### config.mk
export PLATFORM = sky130hd
export DESIGN_NAME = ext_req_detector
export DESIGN_NICKNAME = d
export VERILOG_FILES = /design/src/rtl/ext_req_pkg.sv /design/src/rtl/ext_req_sync.sv /design/src/rtl/ext_req_channel.sv /design/src/rtl/ext_req_regs.sv /design/src/rtl/ext_req_detector.sv
export SDC_FILE = /design/constraint.sdc
export NUM_CORES = 1
export LEC_CHECK = 0
export ABC_AREA = 0
export BUFFER_PORTS_ARGS = -buffer_cell sky130_fd_sc_hd__buf_2
export CAP_MARGIN = 40
export CORE_ASPECT_RATIO = 0.9
export CORE_UTILIZATION = 55
export DETAILED_ROUTE_END_ITERATION = 16
export MAX_ROUTING_LAYER = met4
export PLACE_DENSITY = 0.87
export SETUP_SLACK_MARGIN = 0.4
export SYNTH_ARGS = -nofsm -noshare
export SYNTH_HDL_FRONTEND = slang
export SYNTH_HIERARCHICAL = 1
export SYNTH_SLANG_ARGS = --single-unit
### constraint.sdc
create_clock -name clk -period 1.3 [get_ports clk]
set_input_delay 0.065 -clock clk [delete_from_list [all_inputs] [get_ports clk]]
set_output_delay 0.065 -clock clk [all_outputs]
set_load 0.01 [all_outputs]
### src/rtl/ext_req_pkg.sv
package ext_req_pkg;

    typedef enum logic [1:0] {
        TRIG_LOW  = 2'b00,
        TRIG_HIGH = 2'b01,
        TRIG_RISE = 2'b10,
        TRIG_FALL = 2'b11
    } trig_e;

    localparam logic [1:0] ADDR_ENABLE = 2'd0;
    localparam logic [1:0] ADDR_ROUTE  = 2'd1;
    localparam logic [1:0] ADDR_TRIG   = 2'd2;
    localparam logic [1:0] ADDR_FLAG   = 2'd3;

    typedef struct packed {
        logic prev;
        logic flag;
    } chan_state_t;

endpackage

### src/rtl/ext_req_sync.sv
module ext_req_sync #(
    parameter int W      = 8,
    parameter int STAGES = 2
) (
    input  logic         clk,
    input  logic         rst_n,
    input  logic [W-1:0] din,
    output logic [W-1:0] dout
);
    logic [STAGES-1:0][W-1:0] stage_d, stage_q;

    always_comb begin
        stage_d[0] = din;
        for (int i = 1; i < STAGES; i++) begin
            stage_d[i] = stage_q[i-1];
        end
    end

    always_ff @(posedge clk or negedge rst_n) begin
        if (!rst_n) stage_q <= '0;
        else        stage_q <= stage_d;
    end

    assign dout = stage_q[STAGES-1];
endmodule

### src/rtl/ext_req_channel.sv
module ext_req_channel
    import ext_req_pkg::*;
(
    input  logic  clk,
    input  logic  rst_n,
    input  logic  pin_s,
    input  logic  enable,
    input  trig_e trig,
    input  logic  clr,
    input  logic  trig_chg,
    output logic  req,
    output logic  status
);
    chan_state_t state_d, state_q;
    logic rise, fall, edge_hit, level_hit;

    always_comb begin
        rise = pin_s & ~state_q.prev;
        fall = ~pin_s & state_q.prev;
        edge_hit  = 1'b0;
        level_hit = 1'b0;
        case (trig)
            TRIG_LOW:  level_hit = ~pin_s;
            TRIG_HIGH: level_hit = pin_s;
            TRIG_RISE: edge_hit  = rise;
            TRIG_FALL: edge_hit  = fall;
            default:   edge_hit  = 1'b0;
        endcase

        state_d      = state_q;
        state_d.prev = pin_s;
        if (clr)                 state_d.flag = 1'b0;
        if (enable && edge_hit)  state_d.flag = 1'b1;
        if (trig_chg)            state_d.flag = 1'b0;

        req    = enable & (level_hit | state_q.flag);
        status = (enable & level_hit) | state_q.flag;
    end

    always_ff @(posedge clk or negedge rst_n) begin
        if (!rst_n) state_q <= '0;
        else        state_q <= state_d;
    end


    no_set_when_off_chk: assert property (@(posedge clk) disable iff (!rst_n)
        (!enable && !state_q.flag) |=> !state_q.flag);


    type_change_clears_chk: assert property (@(posedge clk) disable iff (!rst_n)
        trig_chg |=> !state_q.flag);


    level_no_sticky_chk: assert property (@(posedge clk) disable iff (!rst_n)
        (trig == TRIG_LOW || trig == TRIG_HIGH) |-> !state_q.flag);


    clear_when_off_chk: assert property (@(posedge clk) disable iff (!rst_n)
        (clr && !enable) |=> !state_q.flag);
endmodule

### src/rtl/ext_req_regs.sv
module ext_req_regs
    import ext_req_pkg::*;
#(
    parameter int NCH = 8,
    localparam int REG_W = 2 * NCH
) (
    input  logic             clk,
    input  logic             rst_n,
    input  logic             wr_en,
    input  logic [1:0]       wr_addr,
    input  logic [REG_W-1:0] wr_data,
    input  logic [1:0]       rd_addr,
    input  logic [NCH-1:0]   status,
    output logic [REG_W-1:0] rd_data,
    output logic [NCH-1:0]   enable,
    output logic [NCH-1:0]   route,
    output logic [REG_W-1:0] trig,
    output logic [NCH-1:0]   clr,
    output logic [NCH-1:0]   trig_chg
);
    typedef struct packed {
        logic [NCH-1:0]   en;
        logic [NCH-1:0]   rt;
        logic [REG_W-1:0] tr;
    } cfg_t;

    cfg_t cfg_d, cfg_q;

    always_comb begin
        cfg_d    = cfg_q;
        clr      = '0;
        trig_chg = '0;
        if (wr_en) begin
            case (wr_addr)
                ADDR_ENABLE: cfg_d.en = wr_data[NCH-1:0];
                ADDR_ROUTE:  cfg_d.rt = wr_data[NCH-1:0];
                ADDR_TRIG: begin
                    cfg_d.tr = wr_data;
                    for (int i = 0; i < NCH; i++) begin
                        trig_chg[i] = (wr_data[2*i +: 2] != cfg_q.tr[2*i +: 2]);
                    end
                end
                default:     clr = wr_data[NCH-1:0];
            endcase
        end

        rd_data = '0;
        case (rd_addr)
            ADDR_ENABLE: rd_data[NCH-1:0] = cfg_q.en;
            ADDR_ROUTE:  rd_data[NCH-1:0] = cfg_q.rt;
            ADDR_TRIG:   rd_data          = cfg_q.tr;
            default:     rd_data[NCH-1:0] = status;
        endcase
    end

    always_ff @(posedge clk or negedge rst_n) begin
        if (!rst_n) cfg_q <= '0;
        else        cfg_q <= cfg_d;
    end

    assign enable = cfg_q.en;
    assign route  = cfg_q.rt;
    assign trig   = cfg_q.tr;


    same_code_no_chg_chk: assert property (@(posedge clk) disable iff (!rst_n)
        (wr_en && wr_addr == ADDR_TRIG && wr_data == cfg_q.tr) |-> (trig_chg == '0));
endmodule

### src/rtl/ext_req_detector.sv
module ext_req_detector
    import ext_req_pkg::*;
#(
    parameter int NCH         = 8,
    parameter int SYNC_STAGES = 2,
    localparam int REG_W      = 2 * NCH
) (
    input  logic             clk,
    input  logic             rst_n,
    input  logic [NCH-1:0]   pin_in,
    input  logic             wr_en,
    input  logic [1:0]       wr_addr,
    input  logic [REG_W-1:0] wr_data,
    input  logic [1:0]       rd_addr,
    output logic [REG_W-1:0] rd_data,
    output logic [NCH-1:0]   irq_req,
    output logic [NCH-1:0]   xfer_req
);
    logic [NCH-1:0]   pin_s, enable, route, clr, trig_chg, req, status;
    logic [REG_W-1:0] trig;

    ext_req_sync #(.W(NCH), .STAGES(SYNC_STAGES)) u_sync (
        .clk  (clk),
        .rst_n(rst_n),
        .din  (pin_in),
        .dout (pin_s)
    );

    ext_req_regs #(.NCH(NCH)) u_regs (
        .clk     (clk),
        .rst_n   (rst_n),
        .wr_en   (wr_en),
        .wr_addr (wr_addr),
        .wr_data (wr_data),
        .rd_addr (rd_addr),
        .status  (status),
        .rd_data (rd_data),
        .enable  (enable),
        .route   (route),
        .trig    (trig),
        .clr     (clr),
        .trig_chg(trig_chg)
    );

    for (genvar g = 0; g < NCH; g++) begin : g_chan
        ext_req_channel u_chan (
            .clk     (clk),
            .rst_n   (rst_n),
            .pin_s   (pin_s[g]),
            .enable  (enable[g]),
            .trig    (trig_e'(trig[2*g +: 2])),
            .clr     (clr[g]),
            .trig_chg(trig_chg[g]),
            .req     (req[g]),
            .status  (status[g])
        );
    end

    assign irq_req  = req & ~route;
    assign xfer_req = req & route;


    disabled_silent_chk: assert property (@(posedge clk) disable iff (!rst_n)
        ((irq_req | xfer_req) & ~enable) == '0);


    route_exclusive_chk: assert property (@(posedge clk) disable iff (!rst_n)
        (irq_req & xfer_req) == '0);
endmodule

# == Yosys cells after proc, flatten, opt, wreduce, memory -nomap -nowiden ==
# Index checks and enable logic that the tools add are counted.
# W data, S select, Z words.
# op_classes
n_eq_ne,36
mux,46
bitwise,67
n_reduce_logical,30
# op_table
op,n
$mux W8,5
$eq A2 B2 Y1 const B,18
$and A1 B1 Y1,32
$pmux W1 S2,16
$mux W1,24
$pmux W8 S3,1
$reduce_bool A3 Y1,8
$eq A2 B1 Y1 const B,10
$logic_not A2 Y1,10
$and A8 B8 Y8,2
$ne A2 B2 Y1,8
$not A1 Y1,16
$or A1 B1 Y1,16
$logic_and A1 B1 Y1,8
$not A8 Y8,1
$reduce_and A2 Y1,3
$reduce_or A3 Y1,1
# totals
ff_bits,64
in_bits,31
output_inout_bits,32
word_cells,200

# == Longest topological paths before layout ==
# depth
depth_word,7
mapped_depth,5
mapped_depth_nobuf,4

# == By module ==
# The synthesis kept the hierarchy.
# by_module_without_submodules
module,n_inst,cells_per_inst,area_per_inst_um2,seq_area_each_um2
ext_req_regs,1,121,1707.9,800.8
ext_req_channel,8,12,118.9,50.0
ext_req_sync,1,16,400.4,400.4
ext_req_detector,1,16,100.1,0.0

# == Worst setup path after synthesis ==
# No wires, ideal clock.
# synth_timing
path_type,reg-to-output
start,register u_regs.cfg_q (netlist bit u_regs/trig[0])
end,output rd_data[0]
arrival_ps,1131
required_time_ps,1235
path_slack_ps,104
stages_incl_launch_ff,4
n_path_buf,0
path_cell_list,dfrtp_1 -> xor2_1 -> o21ai_2 -> mux4_2
# synth_via
elab_chain_cells,5
word_cells_on_any_way,6
cone_classes,eq/ne (1); mux (2); bitwise (2); reduce/logical (1)
# synth_lines
element,line,source
start: declaration,ext_req_regs.sv:27,"cfg_t cfg_d, cfg_q;"
start signal: assignment,ext_req_regs.sv:58,else cfg_q <= cfg_d;
$eq A2 B1 Y1 / $logic_not A2 Y1 (equally long branches),ext_req_channel.sv:22,case (trig)
$pmux W1 S2 (*),ext_req_channel.sv:22,
$and A1 B1 Y1 (*),ext_req_channel.sv:37,status = (enable & level_hit) | state_q.flag;
$or A1 B1 Y1 (*),ext_req_channel.sv:37,
via status[0],ext_req_detector.sv:19,"logic [NCH-1:0] pin_s, enable, route, clr, trig_chg, req, status;"
$pmux W8 S3 (*),ext_req_regs.sv:48,case (rd_addr)
end: declaration,ext_req_detector.sv:15,"output logic [REG_W-1:0] rd_data,"
# Mark *: on every way through the listed nets, which the timed path passes. The rest lies on a longest branch.

# == Worst setup path after layout ==
# layout_timing
start,register u_regs.cfg_q (netlist bit u_regs/trig[12])
end,output rd_data[6]
# The elaborated chain is that of the path after synthesis.

==> results.ini <==
[status]
status=finished with violations
violations=negative setup slack

[pwr]
p_per_area_nw_per_um2=1445
irDropWorstVdd_uv=1295
power.leakage_nw=2.335

[global_route]
grt_pass1_vias=2792
gr-total-overflow=0
grt_pass1_wl_mm=14.16
antenna_found_initial=0
grt_max_degree=65
globalRouteTotalUtil=0.3458

[cts]
clk_latency_ns=0.36
clk_pin_slew_worst_paths_ns=0.07
root_buffer=clkbuf_8
cts_buffers=9
numClockSinks=64
cts_tree=done
cts.path.max_buffers=2
htree_levels=3

[sta]
hold_slack_ns=0.01631
fin_crit_ns=1.871
tightest_slew_ns=0.5114
setup_ws_ns=-0.5709
timing.fmax_mhz=534.5
slew_headroom=0.6575
finalSetupViolCount=34
skew_ns=0.01264
rsz0062_at_grt=yes
fin_crit_sh=1.439
hold_viol=0
report.final.slew_viol_count=0

[routing]
wirelength_mm=11.98
drt_iter0_markers=232
dr.pass1.iters=4
vias=2789
wl_per_cell_um=26.22
antenna_left=0
viasPerCell=6.103
drc_errors=0

[final_layout]
final_cell_mix=dfrtp_1 (64), buf_6 (61), buf_2 (35)
final_common_cell=dfrtp_1
syn2layout_area_growth_pct=58.10
nNetsFinal=417
fin_area_um2=4995
drive_above_1_share=0.6513
n_antenna_cell=0

[floorplanning]
fp.dieW_um=81.89
die-area_um2=6052
row_count=25
fp.coreArea_um2=5380
initial_utilization=0.5872
fp.dieH_um=73.90
ios=63

[synthesis]
synth_area_leaders=dfrtp_1 (51%), mux2_2 (11%), and2_1 (6.3%)
syn_area_per_cell_um2=12.69
synth_top_area_cell=dfrtp_1
ys_ff_latch=64
syn_nets=280
synth_top_area_share=0.5069
ys_types=21
yosysSeqAreaShare=0.5069
postSynthCellCount=249
syn_area_um2=3159
yosys_warnings=6

[placed_design]
place_congestion=0.7965
placed_cell_area_um2=3901
portBuffers=62
dp_hpwl_mm=5.029

[setup_path]
arrival_ns=1.81
crit_slowest_cell=mux4_2
cp-startpoint=u_regs/trig[12]
cp_slowest_stage_delay_ns=0.52
critPathTopFamily=multiplexers
required_ns=1.24
worst-path-buf-inv=1
crit_path_start_kind=flop
worstPathCellList=xor2_2 > o21ai_2 > mux4_2 > buf_6
rr_startpoint=u_regs/trig[5]
worstSetupPathType=flop to primary output
critical_path.max_fanout=2
crit_path_end_kind=primary output

[hold_path]
worstHoldPathType=primary input to flop
hold_path_startpoint=wr_data[15]

[run]
cap_violations=0

## registers in the layout (all words and copies together), names as in the netlist
name	count
u_sync/dout	8
u_sync/stage_d	8
g_chan.u_chan/state_q	16
u_regs/enable	8
u_regs/route	8
u_regs/trig	16
## power breakdown
group / switching (mW) / total (mW) / internal (mW)
registers: 0.315 / 2.62 / 2.30
clock network: 0.799 / 1.47 / 0.672
logic: 1.33 / 3.13 / 1.80
## stage by stage
step / cells / worst slack, ns / total power, mW / util / TNS [ns]
3_5_place_dp: 411 / -0.08161 / 4.451 / 0.7251 / -0.2582
5_1_grt: 457 / -0.5770 / 7.456 / 0.9284 / -10.84
6_report: 457 / -0.5709 / 7.218 / 0.9284 / -9.807
2_1_floorplan: 249 / 0.1040 / 3.689 / - / 0
4_1_cts: 444 / -0.4321 / 6.354 / 0.8509 / -6.922
3_3_place_gp: 411 / -0.01083 / 4.345 / 0.7251 / -0.01391
## final cells by class
cell class	count	area (um2)
clock buffers	11	131.4
clock inverters	4	22.52
fillers	173	385.4
inverters	8	30.03
multi-input cells	173	1958
flip-flops and latches	64	1602
well taps	67	83.83
repair buffers	130	1167
## worst register-to-register path: stages, from the launching register on
cell	delay, ns
dfrtp_1	0.41
buf_6	0.14
buf_6	0.11
buf_6	0.11
xnor2_2	0.13
a21oi_2	0.20
nand3b_1	0.18
o32ai_2	0.09
## logic make-up (layout without fill, tap and decap cells)
logic type,count (synthesis),count (layout),share of synthesized area
compound gates,32,32,0.06971
mux,40,40,0.1711
buf+inv,12,153,0.01663
xor+xnor,24,24,0.06653
simple gates,77,77,0.1691
flops,64,64,0.5069
## cells in the mapped netlist
cell type / count
and3b_2: 8
nand3b_2: 1
a21oi_1: 16
mux2_2: 32
dfrtp_1: 64
inv_1: 8
buf_4: 1
buf_2: 3
nor3b_4: 1
nand2b_1: 8
mux4_2: 8
nand3b_1: 8
nor2b_1: 9
o21ai_2: 8
nor2_1: 8
o32ai_1: 8
and2_1: 32
xnor2_1: 16
xor2_1: 8
and3_2: 1
nand3b_4: 1
## timing repair
item                       CTS  global route
buffers inserted             4            12
gates resized for setup     70            61
hold endpoints to repair    77             1
pin swaps                    9            14
setup endpoints to repair   54            65
hold buffers                14             1
## layer usage
layer	vias up	share of wire	track usage
met5	-	0	-
met4	0	0.063	0.1715
met3	66	0.075	0.1031
met2	182	0.53	0.5739
met1	1394	0.34	0.3757
li1	1147	-	-
## path summary, 6_finish.rpt
path	depth (start not counted)	end	slack [ns]
min in group asynchronous	3	u_sync/dout[1]	0.25
max in group asynchronous	3	u_sync/dout[2]	0.77
setup reg to reg	7	g_chan[2].u_chan/state_q[0]	-0.18
setup / recovery	4	rd_data[6]	-0.57
hold reg to reg	0	u_sync/dout[2]	0.36
hold / removal	2	u_regs/trig[15]	0.02
No activity file was read; power rests on OpenSTA's default activity.
